`src/rtl/pws_pkg.sv`:
```
package pws_pkg;

    localparam logic [3:0] FMT_RASTER16 = 4'd1;

    // Bytes per pixel for a format code; zero marks an unsupported code.
    function automatic logic [2:0] fmt_bytes(input logic [3:0] code);
        case (code)
            4'd1:        fmt_bytes = 3'd2;
            4'd2, 4'd3:  fmt_bytes = 3'd3;
            4'd6, 4'd7:  fmt_bytes = 3'd4;
            default:     fmt_bytes = 3'd0;
        endcase
    endfunction

endpackage

```
`src/rtl/pws_setup.sv`:
```
module pws_setup #(
    parameter int COORD_W = 10,
    parameter int CNT_W   = 2 * COORD_W + 4
) (
    input  logic               clk,
    input  logic               rst_n,
    input  logic [COORD_W-1:0] x0,
    input  logic [COORD_W-1:0] y0,
    input  logic [COORD_W-1:0] x1,
    input  logic [COORD_W-1:0] y1,
    input  logic [3:0]         fmt,
    input  logic [2:0]         src,
    output logic               ok,
    output logic [CNT_W-1:0]   words,
    output logic [COORD_W:0]   width,
    output logic [COORD_W:0]   height
);
    import pws_pkg::*;

    localparam int PROD_W = CNT_W + 1;

    logic [2:0]        bpp;
    logic [PROD_W-1:0] prod;

    always_comb begin
        bpp    = fmt_bytes(fmt);
        width  = {1'b0, x1} - {1'b0, x0} + 1'b1;
        height = {1'b0, y1} - {1'b0, y0} + 1'b1;
        prod   = PROD_W'(bpp) * PROD_W'(width) * PROD_W'(height);
        words  = prod[PROD_W-1:1];
        ok     = (src <= 3'd3) && (bpp != 3'd0) && (x1 >= x0) && (y1 >= y0);
    end

    AST_OK_NONZERO: assert property (@(posedge clk) disable iff (!rst_n)
        ok |-> (words != '0));

endmodule

```
`src/rtl/pws_addr_gen.sv`:
```
module pws_addr_gen #(
    parameter int COORD_W = 10,
    parameter int ADDR_W  = 20
) (
    input  logic               clk,
    input  logic               rst_n,
    input  logic               load,
    input  logic [ADDR_W-1:0]  base,
    input  logic [COORD_W-1:0] pitch,
    input  logic [COORD_W:0]   width,
    input  logic               raster,
    input  logic               step,
    output logic [ADDR_W-1:0]  addr_now
);
    typedef struct packed {
        logic [ADDR_W-1:0]  cur;
        logic [ADDR_W-1:0]  row;
        logic [COORD_W:0]   col;
        logic [COORD_W:0]   wid;
        logic [COORD_W-1:0] pitch;
        logic               raster;
    } ag_t;

    ag_t ag_q, ag_d, eff;

    always_comb begin
        eff = ag_q;
        if (load) begin
            eff.cur    = base;
            eff.row    = base;
            eff.col    = '0;
            eff.wid    = width;
            eff.pitch  = pitch;
            eff.raster = raster;
        end
        addr_now = eff.cur;
        ag_d     = eff;
        if (step) begin
            if (eff.raster && (eff.col == eff.wid - 1'b1)) begin
                ag_d.row = eff.row + ADDR_W'(eff.pitch);
                ag_d.cur = eff.row + ADDR_W'(eff.pitch);
                ag_d.col = '0;
            end else begin
                ag_d.cur = eff.cur + 1'b1;
                ag_d.col = eff.col + 1'b1;
            end
        end
    end

    always_ff @(posedge clk) begin
        if (!rst_n) begin
            ag_q <= '{cur: '0, row: '0, col: '0, wid: {{COORD_W{1'b0}}, 1'b1},
                      pitch: '0, raster: 1'b0};
        end else begin
            ag_q <= ag_d;
        end
    end

    AST_COL_IN_WINDOW: assert property (@(posedge clk) disable iff (!rst_n)
        ag_q.raster |-> (ag_q.col < ag_q.wid));

endmodule

```
`src/rtl/pws_dirty_box.sv`:
```
module pws_dirty_box #(
    parameter int COORD_W = 10
) (
    input  logic               clk,
    input  logic               rst_n,
    input  logic               commit,
    input  logic [COORD_W:0]   cx0,
    input  logic [COORD_W:0]   cy0,
    input  logic [COORD_W:0]   cx1,
    input  logic [COORD_W:0]   cy1,
    input  logic               refresh,
    input  logic [COORD_W-1:0] panel_w,
    input  logic [COORD_W-1:0] panel_h,
    output logic [COORD_W:0]   bx0,
    output logic [COORD_W:0]   by0,
    output logic [COORD_W:0]   bx1,
    output logic [COORD_W:0]   by1
);
    typedef struct packed {
        logic [COORD_W:0] x0;
        logic [COORD_W:0] y0;
        logic [COORD_W:0] x1;
        logic [COORD_W:0] y1;
    } box_t;

    box_t box_q, box_d;
    logic nonempty;

    always_comb begin
        nonempty = box_q.x1 > box_q.x0;
        box_d    = box_q;
        if (refresh && nonempty) begin
            box_d.x0 = {1'b0, panel_w};
            box_d.y0 = {1'b0, panel_h};
            box_d.x1 = '0;
            box_d.y1 = '0;
        end
        if (commit) begin
            if (cx0 < box_d.x0) box_d.x0 = cx0;
            if (cy0 < box_d.y0) box_d.y0 = cy0;
            if (cx1 > box_d.x1) box_d.x1 = cx1;
            if (cy1 > box_d.y1) box_d.y1 = cy1;
        end
    end

    always_ff @(posedge clk) begin
        if (!rst_n) begin
            box_q <= '{x0: '1, y0: '1, x1: '0, y1: '0};
        end else begin
            box_q <= box_d;
        end
    end

    assign bx0 = box_q.x0;
    assign by0 = box_q.y0;
    assign bx1 = box_q.x1;
    assign by1 = box_q.y1;

    AST_REFRESH_EMPTIES: assert property (@(posedge clk) disable iff (!rst_n)
        (refresh && nonempty && !commit) |=> (bx1 == '0 && by1 == '0));
    AST_COMMIT_COVERS: assert property (@(posedge clk) disable iff (!rst_n)
        commit |=> (bx1 >= $past(cx1) && by1 >= $past(cy1)
                    && bx0 <= $past(cx0) && by0 <= $past(cy0)));

endmodule

```
`src/rtl/pix_window_seq.sv`:
```
module pix_window_seq #(
    parameter int COORD_W = 10,
    parameter int ADDR_W  = 20
) (
    input  logic               clk,
    input  logic               rst_n,
    input  logic [COORD_W-1:0] win_x0,
    input  logic [COORD_W-1:0] win_y0,
    input  logic [COORD_W-1:0] win_x1,
    input  logic [COORD_W-1:0] win_y1,
    input  logic [3:0]         fmt_code,
    input  logic [2:0]         src_sel,
    input  logic [1:0]         effect_rot,
    input  logic               setup_stb,
    input  logic               pix_valid,
    input  logic [15:0]        pix_data,
    input  logic [COORD_W-1:0] panel_w,
    input  logic [COORD_W-1:0] panel_h,
    input  logic               refresh_stb,
    output logic               mem_we,
    output logic [ADDR_W-1:0]  mem_addr,
    output logic [15:0]        mem_data,
    output logic               done,
    output logic               busy,
    output logic [1:0]         rot_mode,
    output logic [COORD_W:0]   dirty_x0,
    output logic [COORD_W:0]   dirty_y0,
    output logic [COORD_W:0]   dirty_x1,
    output logic [COORD_W:0]   dirty_y1
);
    import pws_pkg::*;

    localparam int CNT_W = 2 * COORD_W + 4;

    typedef struct packed {
        logic [CNT_W-1:0]  rem;
        logic              done;
        logic              we;
        logic [ADDR_W-1:0] addr;
        logic [15:0]       data;
        logic [1:0]        rot;
        logic [COORD_W:0]  wx0;
        logic [COORD_W:0]  wy0;
        logic [COORD_W:0]  wx1;
        logic [COORD_W:0]  wy1;
    } seq_t;

    seq_t seq_q, seq_d;

    logic               set_ok;
    logic [CNT_W-1:0]   set_words;
    logic [COORD_W:0]   set_width;
    logic [COORD_W:0]   set_height;
    logic [ADDR_W-1:0]  base_addr;
    logic [ADDR_W-1:0]  addr_now;
    logic               lazy, load, word_ok, commit;
    logic [CNT_W-1:0]   rem_base;
    logic [COORD_W:0]   cx0, cy0, cx1, cy1;

    pws_setup #(.COORD_W(COORD_W), .CNT_W(CNT_W)) setup_i (
        .clk    (clk),
        .rst_n  (rst_n),
        .x0     (win_x0),
        .y0     (win_y0),
        .x1     (win_x1),
        .y1     (win_y1),
        .fmt    (fmt_code),
        .src    (src_sel),
        .ok     (set_ok),
        .words  (set_words),
        .width  (set_width),
        .height (set_height)
    );

    assign base_addr = ADDR_W'(win_y0) * ADDR_W'(panel_w) + ADDR_W'(win_x0);

    pws_addr_gen #(.COORD_W(COORD_W), .ADDR_W(ADDR_W)) addr_i (
        .clk      (clk),
        .rst_n    (rst_n),
        .load     (load),
        .base     (base_addr),
        .pitch    (panel_w),
        .width    (set_width),
        .raster   (fmt_code == FMT_RASTER16),
        .step     (word_ok),
        .addr_now (addr_now)
    );

    always_comb begin
        seq_d    = seq_q;
        lazy     = pix_valid && !setup_stb && (seq_q.rem == '0);
        load     = (setup_stb || lazy) && set_ok;
        word_ok  = pix_valid && !setup_stb && ((seq_q.rem != '0) || load);
        rem_base = lazy ? set_words : seq_q.rem;
        commit   = word_ok && (rem_base == CNT_W'(1));

        if (setup_stb && set_ok) begin
            seq_d.rem = set_words;
        end else if (word_ok) begin
            seq_d.rem = rem_base - 1'b1;
        end

        if (load) begin
            seq_d.rot = effect_rot;
            seq_d.wx0 = {1'b0, win_x0};
            seq_d.wy0 = {1'b0, win_y0};
            seq_d.wx1 = {1'b0, win_x0} + set_width;
            seq_d.wy1 = {1'b0, win_y0} + set_height;
        end

        seq_d.we   = word_ok;
        seq_d.done = commit;
        if (word_ok) begin
            seq_d.addr = addr_now;
            seq_d.data = pix_data;
        end

        cx0 = load ? seq_d.wx0 : seq_q.wx0;
        cy0 = load ? seq_d.wy0 : seq_q.wy0;
        cx1 = load ? seq_d.wx1 : seq_q.wx1;
        cy1 = load ? seq_d.wy1 : seq_q.wy1;
    end

    always_ff @(posedge clk) begin
        if (!rst_n) begin
            seq_q <= '0;
        end else begin
            seq_q <= seq_d;
        end
    end

    pws_dirty_box #(.COORD_W(COORD_W)) box_i (
        .clk     (clk),
        .rst_n   (rst_n),
        .commit  (commit),
        .cx0     (cx0),
        .cy0     (cy0),
        .cx1     (cx1),
        .cy1     (cy1),
        .refresh (refresh_stb),
        .panel_w (panel_w),
        .panel_h (panel_h),
        .bx0     (dirty_x0),
        .by0     (dirty_y0),
        .bx1     (dirty_x1),
        .by1     (dirty_y1)
    );

    assign mem_we   = seq_q.we;
    assign mem_addr = seq_q.addr;
    assign mem_data = seq_q.data;
    assign done     = seq_q.done;
    assign busy     = seq_q.rem != '0;
    assign rot_mode = seq_q.rot;

    AST_DONE_WITH_WRITE: assert property (@(posedge clk) disable iff (!rst_n)
        done |-> mem_we);
    AST_BUSY_FALL_DONE: assert property (@(posedge clk) disable iff (!rst_n)
        $fell(busy) |-> done);
    AST_COLLIDE_DROP: assert property (@(posedge clk) disable iff (!rst_n)
        (setup_stb && pix_valid) |=> !mem_we);

endmodule

```
`config.mk`:
```
export PLATFORM = sky130hd
export DESIGN_NAME = pix_window_seq
export DESIGN_NICKNAME = d
export VERILOG_FILES = /design/src/rtl/pws_pkg.sv /design/src/rtl/pws_setup.sv /design/src/rtl/pws_addr_gen.sv /design/src/rtl/pws_dirty_box.sv /design/src/rtl/pix_window_seq.sv
export SDC_FILE = /design/constraint.sdc
export NUM_CORES = 1
export LEC_CHECK = 0
export BUFFER_PORTS_ARGS = -buffer_cell sky130_fd_sc_hd__buf_2
export CAP_MARGIN = 30
export CORE_ASPECT_RATIO = 1.1
export CORE_MARGIN = 8
export CORE_UTILIZATION = 45
export CTS_BUF_LIST = sky130_fd_sc_hd__clkbuf_8 sky130_fd_sc_hd__clkbuf_16
export CTS_CLUSTER_SIZE = 8
export DETAILED_ROUTE_END_ITERATION = 7
export PLACE_DENSITY = 0.63
export REMOVE_ABC_BUFFERS = 1
export SLEW_MARGIN = 30
export SYNTH_ARGS = -nofsm -noshare
export SYNTH_HDL_FRONTEND = slang
export SYNTH_SLANG_ARGS = --single-unit
```
`constraint.sdc`:
```
create_clock -name clk -period 31 [get_ports clk]
set_input_delay 1.55 -clock clk [delete_from_list [all_inputs] [get_ports clk]]
set_output_delay 1.55 -clock clk [all_outputs]
set_load 0.005 [all_outputs]
```
Word-level counts from Yosys, hierarchy flattened
Cells that the tools add are included.
{"block": "totals", "regBits": 225, "input_bits": 90, "out_inout_bits": 85, "elab_cells": 90}
{"block": "op_classes", "add_sub_neg": 12, "n_mul": 3, "order_cmp": 8, "n_eq_ne": 7, "muxes": 20, "n_reduce_logical": 20}
{"operator": "44-bit 2-to-1 mux", "n": 3}
{"operator": "11-bit 2-to-1 mux", "n": 9}
{"operator": "73-bit 2-to-1 mux", "n": 1}
{"operator": "24-bit 2-to-1 mux", "n": 3}
{"operator": "51-bit 2-to-1 mux", "n": 1}
{"operator": "20-bit by 10-bit adder with 20-bit output", "n": 2}
{"operator": "20-bit 2-to-1 mux", "n": 2}
{"operator": "11-bit by 1-bit adder with 11-bit output, second input constant", "n": 3}
{"operator": "11-bit greater-than comparator", "n": 3}
{"operator": "14-bit by 11-bit multiplier with 25-bit output", "n": 1}
{"operator": "24-bit by 1-bit == test with 1-bit output, second input constant", "n": 1}
{"operator": "24-bit logical NOT", "n": 1}
{"operator": "24-bit nonzero test", "n": 1}
{"operator": "24-bit by 1-bit subtractor with 24-bit output, second input constant", "n": 1}
{"operator": "10-bit by 11-bit adder with 11-bit output", "n": 2}
{"operator": "11-bit < comparator", "n": 2}
{"operator": "10-bit by 10-bit subtractor with 11-bit output", "n": 2}
{"operator": "20-bit by 1-bit adder with 20-bit output, second input constant", "n": 1}
{"operator": "10-bit >= comparator", "n": 2}
{"operator": "10-bit by 10-bit multiplier with 20-bit output", "n": 1}
{"operator": "3-bit by 11-bit multiplier with 14-bit output", "n": 1}
{"operator": "11-bit == test", "n": 1}
{"operator": "1-bit logical AND", "n": 11}
{"operator": "11-bit by 1-bit subtractor with 11-bit output, second input constant", "n": 1}
{"operator": "other kinds (10)", "n": 14}

Logic depth before layout (Yosys ltp)
Gate-level depths: netlist (run 1).
{"block": "depth", "word_depth": 14, "depth_mapped": 43, "mapped_depth_nobuf": 40}

Hierarchy
From an unflattened synthesis (run 1), not the netlist that was laid out.
{"block": "unflattened", "cells_unflattened": 3197, "hier_area_um2": 25735.9}
{"mod": "pix_window_seq", "instances": 1, "cells_each": 1235, "area_per_inst_um2": 9763.1, "seq_area_each_um2": 2162.1}
{"mod": "pws_setup", "instances": 1, "cells_each": 913, "area_per_inst_um2": 7348.3, "seq_area_each_um2": 0.0}
{"mod": "pws_addr_gen", "instances": 1, "cells_each": 648, "area_per_inst_um2": 5187.5, "seq_area_each_um2": 1461.4}
{"mod": "pws_dirty_box", "instances": 1, "cells_each": 401, "area_per_inst_um2": 3437.0, "seq_area_each_um2": 880.8}

Least setup slack after synthesis (run 1)
No wires, ideal clock.
{"block": "synth_timing", "kind": "input port to flip-flop", "start": "input win_x0[1]", "end": "register box_i.box_q, in the netlist box_i.bx1[0]", "setup_ns": 0.121, "arrival_ns": 12.307, "required_time_ns": 30.879, "slack_ns": 18.572, "stages": 41, "n_path_buf": 1, "path_cell_list": "inv_1 -> ha_1 -> inv_1 -> ha_1 -> fa_1 -> a211oi_1 -> nor2_1 -> nor2_1 -> nand2_1 -> fa_1 -> inv_1 -> ha_1 -> o21ai_0 -> a21boi_0 -> o21ai_0 -> a21boi_0 -> o21a_1 -> o21ai_0 -> [... 5 more ...] -> fa_1 -> fa_1 -> fa_1 -> inv_1 -> fa_1 -> inv_1 -> ha_1 -> a21oi_1 -> o21ai_0 -> a221o_1 -> or3_1 -> a31oi_1 -> o211ai_1 -> or4_1 -> or4b_1 -> buf_2 -> nor3_4 -> mux2_2"}
{"block": "synth_between", "elab_chain_cells": 9, "elab_cells_between_ends": 19, "cone_classes": "3 x add/sub; 2 x mul; 2 x order compare; 1 x eq/ne; 5 x mux; 6 x reduce/logical"}
{"item": "start: declaration", "line_no": "pix_window_seq.sv:7", "rtl": "input logic [COORD_W-1:0] win_x0,"}
{"item": "parallel branches: the longest is 8 deep, another holds 14-bit by 11-bit multiplier with 25-bit output"}
{"item": "44-bit 2-to-1 mux (*)", "line_no": "pws_dirty_box.sv:38", "rtl": "if (commit) begin"}
{"item": "end signal: assignment", "line_no": "pws_dirty_box.sv:48", "rtl": "box_q <= '{x0: '1, y0: '1, x1: '0, y1: '0};"}
{"item": "end signal: assignment", "line_no": "pws_dirty_box.sv:50", "rtl": "box_q <= box_d;"}
{"item": "end: declaration", "line_no": "pws_dirty_box.sv:26", "rtl": "box_t box_q, box_d;"}
Mark *: on every way between the ends.
A chain may end at the register's enable or synchronous reset.

Final worst setup path (run 1)
{"block": "layout_timing", "start": "input win_x0[1]", "end": "register box_i.box_q, in the netlist box_i.bx0[5]"}
{"block": "layout_between", "elab_chain_cells": 9, "elab_cells_between_ends": 18, "cone_classes": "2 x add/sub; 2 x mul; 2 x order compare; 1 x eq/ne; 5 x mux; 6 x reduce/logical"}
{"item": "parallel branches: the longest is 8 deep, another holds 14-bit by 11-bit multiplier with 25-bit output"}
{"item": "44-bit 2-to-1 mux (*)", "line_no": "pws_dirty_box.sv:38"}
Marks and branches as above.

==> impl_metrics.py, run 1 <==
metrics = {
    "status": {
        "status": "finished clean",
    },
    "finish": {
        "antenna_cells": 0,
        "fin_nets": 3818,
        "area_growth_pct": 8.97,
        "fin_area_um2": 27900,
        "instances_no_fill": 4015,
        "drive_gt1_frac": 0.106,
        "fill_cells": 5429,
    },
    "timing": {
        "final.setup_skew_ps": 22.4,
        "setup-tns-final_ps": 0,
        "period_share": 0.463,
        "finalSetupViolations": 0,
        "rsz0062_at_grt": "no",
        "whs_ps": 451,
        "max_slew_margin": 0.311,
        "tightest_slew_ps": 1030,
        "finalHoldViolations": 0,
        "slew_viol_final": 0,
        "period_needed_ps": 14360,
        "maxClockFrequency_mhz": 69.6,
    },
    "global_route": {
        "grt-ovfl-total": 0,
        "grt_pass1_vias": 24000,
        "track_usage": 0.230,
        "grt_max_degree": 90,
        "antenna_found_initial": 0,
        "grt_pass1_wl_um": 123000,
    },
    "clocking": {
        "clock_latency_ps": 550,
        "cts_sinks": 225,
        "clk_pin_slew_worst_paths_ps": 40,
        "cts_buffer_depth": 3,
        "cts_buffers": 35,
        "post_cts_buffers": 0,
        "cts_root_buf": "clkbuf_16",
        "post_cts_resized": 0,
        "cts_max_level": 2,
        "cts_tree": "built",
        "cts_hold_buf": 0,
    },
    "route": {
        "routed_via_density": 5.73,
        "wire_per_inst_um": 19.0,
        "ant_nets": 0,
        "finalWirelength_um": 76200,
        "vias": 23000,
        "first_iter_violations": 1402,
        "drc_errors": 0,
        "drt_first_pass_iters": 8,
    },
    "placed_design": {
        "place_area_um2": 26900,
        "io_buffers": 172,
        "dp_cells": 3970,
        "dpl.hpwl_um": 57800,
        "gp_congestion": 0.932,
    },
    "critical_path": {
        "end_kind": "register",
        "r2r_slack_ps": 24000,
        "slowest_stage": "nor4_1",
        "r2r_start": "seq_q[88]$_SDFFE_PN0P_",
        "arrival_ps": 14790,
        "critical_path_required_ps": 31420,
        "r2r_cells": 21,
        "rr_endpoint": "addr_i.ag_q[71]$_SDFF_PN0_",
        "crit_top_cell": "fa_1",
        "worstPathMaxFanout": 11,
        "critPathLaunchType": "input port",
        "slowest_delay_ps": 660,
        "worst-setup-path-type": "input port to register",
    },
    "floorplanning": {
        "die_area_um2": 64900,
        "die_w_um": 244,
        "num_rows": 91,
        "core_area_um2": 56200,
        "io_pins": 175,
        "fp.dieH_um": 266,
        "initial_core_util": 0.456,
    },
    "worst_hold_path": {
        "hold_end": "rot_mode[1]$_SDFFE_PN0P_",
        "hold_path.startpoint": "rot_mode[1]$_SDFFE_PN0P_",
        "whs_path_depth": 2,
        "hp-class": "register to register",
    },
    "synth": {
        "synth-edff-count": 0,
        "avgSynthCellArea_um2": 7.99,
        "yosysUniqueCellTypes": 90,
        "synth_flop_cell": "dfxtp_1",
        "yosys_warnings": 0,
        "synth_seq_cells": 225,
        "ys_seq_area_frac": 0.176,
        "syn_inst": 3209,
        "synthArstFlopShare": 0,
        "synth_area_um2": 25600,
    },
    "pwr": {
        "pwr_density_cell_nw_per_um2": 83.4,
        "finalPower_mw": 2.33,
        "vdd_ir_drop_max_mv": 0.0831,
        "p_leak_nw": 13.5,
    },
    "run": {
        "max-cap-violations": 0,
    },
}
==> per-stage QoR <==
stage | setup WS (ps) | utilization
after floorplan | 18190 | -
after global placement | 15980 | 0.478
after CTS | 16440 | 0.496
final | 16640 | 0.497
after global routing | 15760 | 0.497
after detailed placement | 15920 | 0.478
==> worst max-delay path by stage <==
stage                     slack (ps)  cells past startpoint                 endpoint       from
after detailed placement       15920                     42  box_i.bx0[6]$_SDFF_PN1_  win_x0[1]
after CTS                      16440                     42  box_i.bx0[5]$_SDFF_PN1_  win_x0[1]
after global placement         15980                     40  box_i.bx0[1]$_SDFF_PN1_  win_x0[1]
after floorplan                18190                     40  box_i.bx0[1]$_SDFF_PN1_  win_x0[1]
final                          16640                     42  box_i.bx0[5]$_SDFF_PN1_  win_x0[1]
after global routing           15760                     42  box_i.bx0[1]$_SDFF_PN1_  win_x0[1]
==> layer usage <==
layer	vias up	wire [um]	GRT usage
li1	10900	-	-
met1	11200	30400	0.265
met2	704	38500	0.424
met3	198	3950	0.0297
met4	0	3380	0.102
met5	-	0	0
==> cell usage after synthesis (48+ instances only) <==
cell type / n / area (um^2)
inv_1: 335 / 1260
mux2i_1: 55 / 551
and2_1: 125 / 782
dfxtp_1: 225 / 4500
nor2_1: 265 / 995
a21oi_1: 189 / 946
nand3_1: 55 / 275
nor3_1: 58 / 290
o21ai_0: 114 / 571
nand2_1: 426 / 1600
fa_1: 202 / 4040
xnor2_1: 76 / 666
ha_1: 263 / 3290
clkbuf_1: 128 / 480
xor2_1: 48 / 420
==> flip-flops by register name, summed over array words and instances (netlist names) <==
name and cells:
box_i.by1 11, mem_we 1, rot_mode 2, mem_data 16, box_i.bx0 11, mem_addr 20, addr_i.ag_q 73, done 1
seq_q 68, box_i.by0 11, box_i.bx1 11
==> final cells by class <==
class                   count  area (um^2)  share of cell area
repair buffers            198         1060              0.0379
inverters                 337         1270              0.0453
multi-input cells        2466        19200               0.686
clock buffers              39          942              0.0337
clock inverters             6         67.6             0.00242
well taps                 744          931              0.0333
flip-flops and latches    225         4500               0.161
==> cell usage in the layout (no fill, tap or decap), drive strengths merged, types with 8 or more instances in the layout <==
master / Yosys / layout
inv: 336 / 339
nand2b: 36 / 36
dfxtp: 225 / 225
ha: 263 / 263
o21ai: 116 / 116
or3: 21 / 21
o211a: 8 / 8
buf: 53 / 198
o22ai: 11 / 11
o21a: 18 / 18
nand3: 55 / 55
nor2: 265 / 265
a21o: 45 / 45
nand4: 34 / 34
nor2b: 26 / 26
a211oi: 39 / 39
o211ai: 18 / 18
o21bai: 15 / 15
or4: 16 / 16
nor3: 61 / 61
a21boi: 12 / 12
a21oi: 189 / 189
mux2: 43 / 43
a211o: 10 / 10
and3: 30 / 30
nand2: 427 / 427
fa: 202 / 202
xor2: 48 / 48
nor4: 22 / 22
clkbuf: 128 / 39
xnor2: 76 / 76
mux2i: 55 / 55
a31oi: 18 / 18
a221oi: 10 / 10
a2111oi: 10 / 10
o221ai: 9 / 9
and2: 126 / 126
or2: 12 / 12
o31ai: 8 / 8
a31o: 8 / 8
==> report_power, final <==
group          total, mW  switching (mW)  internal (mW)
combinational       1.64            1.04          0.598
sequential         0.326          0.0168          0.309
clock              0.361           0.140          0.221
total               2.33            1.20           1.13
==> cells by family (layout without fill, tap and decap cells) <==
family                     Yosys count  count (layout)  synth area share
AOI/OAI and AO/OA                  606             606             0.154
xor gates and xnor gates           124             124            0.0423
adders and majority gates          465             465             0.286
buffers and inverters              518             580            0.0816
DFF                                225             225             0.176
muxes                               98              98            0.0403
and+or+nand+nor                   1173            1173             0.220
==> critical path, delay by kind of cell <==
| family | cells | cell delay (ps) |
|---|---|---|
| AO/OA/AOI/OAI | 12 | 3490 |
| adder cells (fa/ha/maj) | 11 | 4660 |
| buffers and inverters | 8 | 850 |
| AND/OR/NAND/NOR | 10 | 3890 |
| multiplexers | 1 | 350 |
No activity file was read; power rests on OpenSTA's default activity.
==> run 2: changes to the inputs <==
PLACE_DENSITY = 0.66   (was 0.63)
clock period = 12.98 ns   (was 31 ns; I/O delays follow)
==> run 2 against run 1 <==
Against the previous run: sequential power rose by 140%; hold slack got worse by 99 ps; wire length shrank 6.0%; non-clock buffer count is 33 higher; critical path depth increased by 1; via count fell by 1.4%; global-route usage down 1.2 points; final cell count is 0.80% higher; clock skew down 4.0 ps; register-to-register slack worse by 18000 ps; first-iteration DRC count rose by 9.3%.
==> impl_metrics.py, run 2 (synthesis results as in run 1) <==
metrics = {
    "global_route": {
        "grt_pass1_vias": 22300,
        "track_usage": 0.219,
        "antenna_found_initial": 6,
        "grt-ovfl-total": 0,
        "grt_max_degree": 80,
        "grt_pass1_wl_um": 118000,
    },
    "placed_design": {
        "io_buffers": 172,
        "dpl.hpwl_um": 55600,
        "gp_congestion": 0.888,
        "pre_cts_ws_ps": 417,
    },
    "clocking": {
        "cts_tree": "built",
        "cts_buffers": 34,
        "cts_hold_buf": 0,
        "cts_buffer_depth": 3,
        "clk_pin_slew_worst_paths_ps": 50,
        "cts_max_level": 2,
        "cts_root_buf": "clkbuf_16",
        "clock_latency_ps": 530,
        "cts_sinks": 225,
    },
    "finish": {
        "fin_nets": 3850,
        "largest_reg_flops": 73,
        "final_common_cell": "nand2_1",
        "drive_gt1_frac": 0.111,
        "area_growth_pct": 9.45,
        "final_cell_mix": "nand2_1, inv_1, nor2_1, ha_1, dfxtp_1",
        "largest-register": "addr_i.ag_q",
        "fill_cells": 5540,
    },
    "timing": {
        "max_slew_margin": 0.322,
        "maxClockFrequency_mhz": 83.8,
        "fin_ws_ps": 1040,
        "tightest_slew_ps": 1010,
        "finalHoldViolations": 0,
        "period_needed_ps": 11940,
        "period_share": 0.920,
        "final.setup_skew_ps": 18.4,
        "finalSetupViolations": 0,
        "rsz0062_at_grt": "no",
        "slew_viol_final": 0,
        "setup-tns-final_ps": 0,
    },
    "route": {
        "wire_per_inst_um": 17.7,
        "drc_errors": 0,
        "vias": 22700,
        "ant_nets": 0,
        "first_iter_violations": 1533,
        "routed_via_density": 5.60,
        "finalWirelength_um": 71600,
        "drt_first_pass_iters": 5,
    },
    "floorplanning": {
        "initial_core_util": 0.456,
        "fp.dieH_um": 266,
        "core_area_um2": 56200,
        "num_rows": 91,
        "die_area_um2": 64900,
        "io_pins": 175,
        "die_w_um": 244,
    },
    "critical_path": {
        "slowest_stage": "fa_1",
        "slowest_delay_ps": 540,
        "worst-setup-path-type": "input port to register",
        "path_delay_family": "adder cells",
        "critical_path_required_ps": 13390,
        "critPathLaunchType": "input port",
        "critPathBufInv": 9,
        "worstPathMaxFanout": 10,
        "arrival_ps": 12350,
        "end_kind": "register",
        "crit_top_cell": "fa_1",
    },
    "run": {
        "max-cap-violations": 0,
    },
    "pwr": {
        "p_comb_frac": 0.705,
        "p_clk_frac": 0.150,
        "intPower_mw": 2.66,
        "vdd_ir_drop_max_mv": 0.188,
        "p_leak_nw": 13.5,
        "pwr_density_cell_nw_per_um2": 190,
        "power_switching_share": 0.502,
        "switchingPower_mw": 2.68,
        "power_frac_seq": 0.146,
    },
    "worst_hold_path": {
        "hp-class": "input port to register",
    },
    "status": {
        "status": "finished clean",
    },
}
==> run 2: cell count changes in the layout (fill, tap and decap cells not counted), sizes merged <==
cell / change
diode: +3
bufinv: -1
inv: -1
clkinv: +1
buf: +33
clkbuf: -3
==> run 2: cell type report <==
class / instances / area [um^2] / share of cell area
multi-input combinational: 2466 / 19100 / 0.681
sequential: 225 / 4500 / 0.160
timing repair buffer: 231 / 1300 / 0.0464
inverter: 337 / 1270 / 0.0451
tap: 744 / 931 / 0.0332
clock buffer: 36 / 890 / 0.0317
clock inverter: 5 / 45.0 / 0.00160
antenna: 3 / 7.51 / 0.000267
==> run 2: metal layers <==
| layer | track usage | share of wire | up-vias |
|---|---|---|---|
| met5 | 0 | 0.00056 | - |
| met4 | 0.0686 | 0.030 | 6 |
| met3 | 0.0348 | 0.058 | 110 |
| met2 | 0.373 | 0.47 | 627 |
| met1 | 0.282 | 0.44 | 10900 |
| li1 | - | - | 11000 |
==> run 2: worst reg2reg max path: stages (launching register included) <==
cell      delay [ps]
dfxtp_1          360
or4_4            590
nor4_4           370
a31oi_1          130
buf_4            210
nor2_4           660
buf_4            620
nand2_1          160
nand2_1          100
ha_1             210
inv_1             70
fa_1             400
nor2b_1          130
o21ai_0           90
nand2b_1         180
a311oi_1         150
o41ai_1          820
a21bo_2          330
nand3b_1         300
nor4_1           640
xnor2_1          140
a221oi_1         290
==> run 2: power groups by stage <==
stage               Clock (mW)  Sequential [mW]  Combinational (mW)
floorplan                    0            0.782                2.79
global placement             0            0.789                3.72
detailed placement           0            0.790                3.73
CTS                      0.816            0.777                3.76
global route             0.845            0.784                4.25
finish                   0.799            0.778                3.76
==> run 2: stage by stage <==
stage / std cells / utilization / power, mW / area, um^2 / hold WS (ps)
finish: 4047 / 0.499 / 5.34 / 28100 / 353
global route: 4047 / 0.499 / 5.88 / 28100 / 334
CTS: 4044 / 0.499 / 5.35 / 28000 / 323
detailed placement: 4003 / 0.482 / 4.52 / 27100 / 443
global placement: 4003 / 0.482 / 4.51 / 27100 / 440
floorplan: 3028 / - / 3.58 / 24800 / 437
==> run 2: final timing paths <==
path,start,endpoint,slack [ps],depth (start not counted)
worst min register to register,mem_data[3]$_SDFFE_PN0P_,mem_data[3]$_SDFFE_PN0P_,450,2
worst max register to register,seq_q[88]$_SDFFE_PN0P_,addr_i.ag_q[71]$_SDFF_PN0_,5940,21
worst min-delay path,pix_data[13],mem_data[13]$_SDFFE_PN0P_,350,3
worst max-delay path,win_x0[1],box_i.bx1[0]$_SDFF_PN0_,1040,43
==> run 2: what timing repair did <==
| action | in CTS | in global routing |
|---|---|---|
| resized for setup | 0 | 1 |
| endpoints found under the setup margin | 0 | 10 |
| buffers inserted | 0 | 0 |
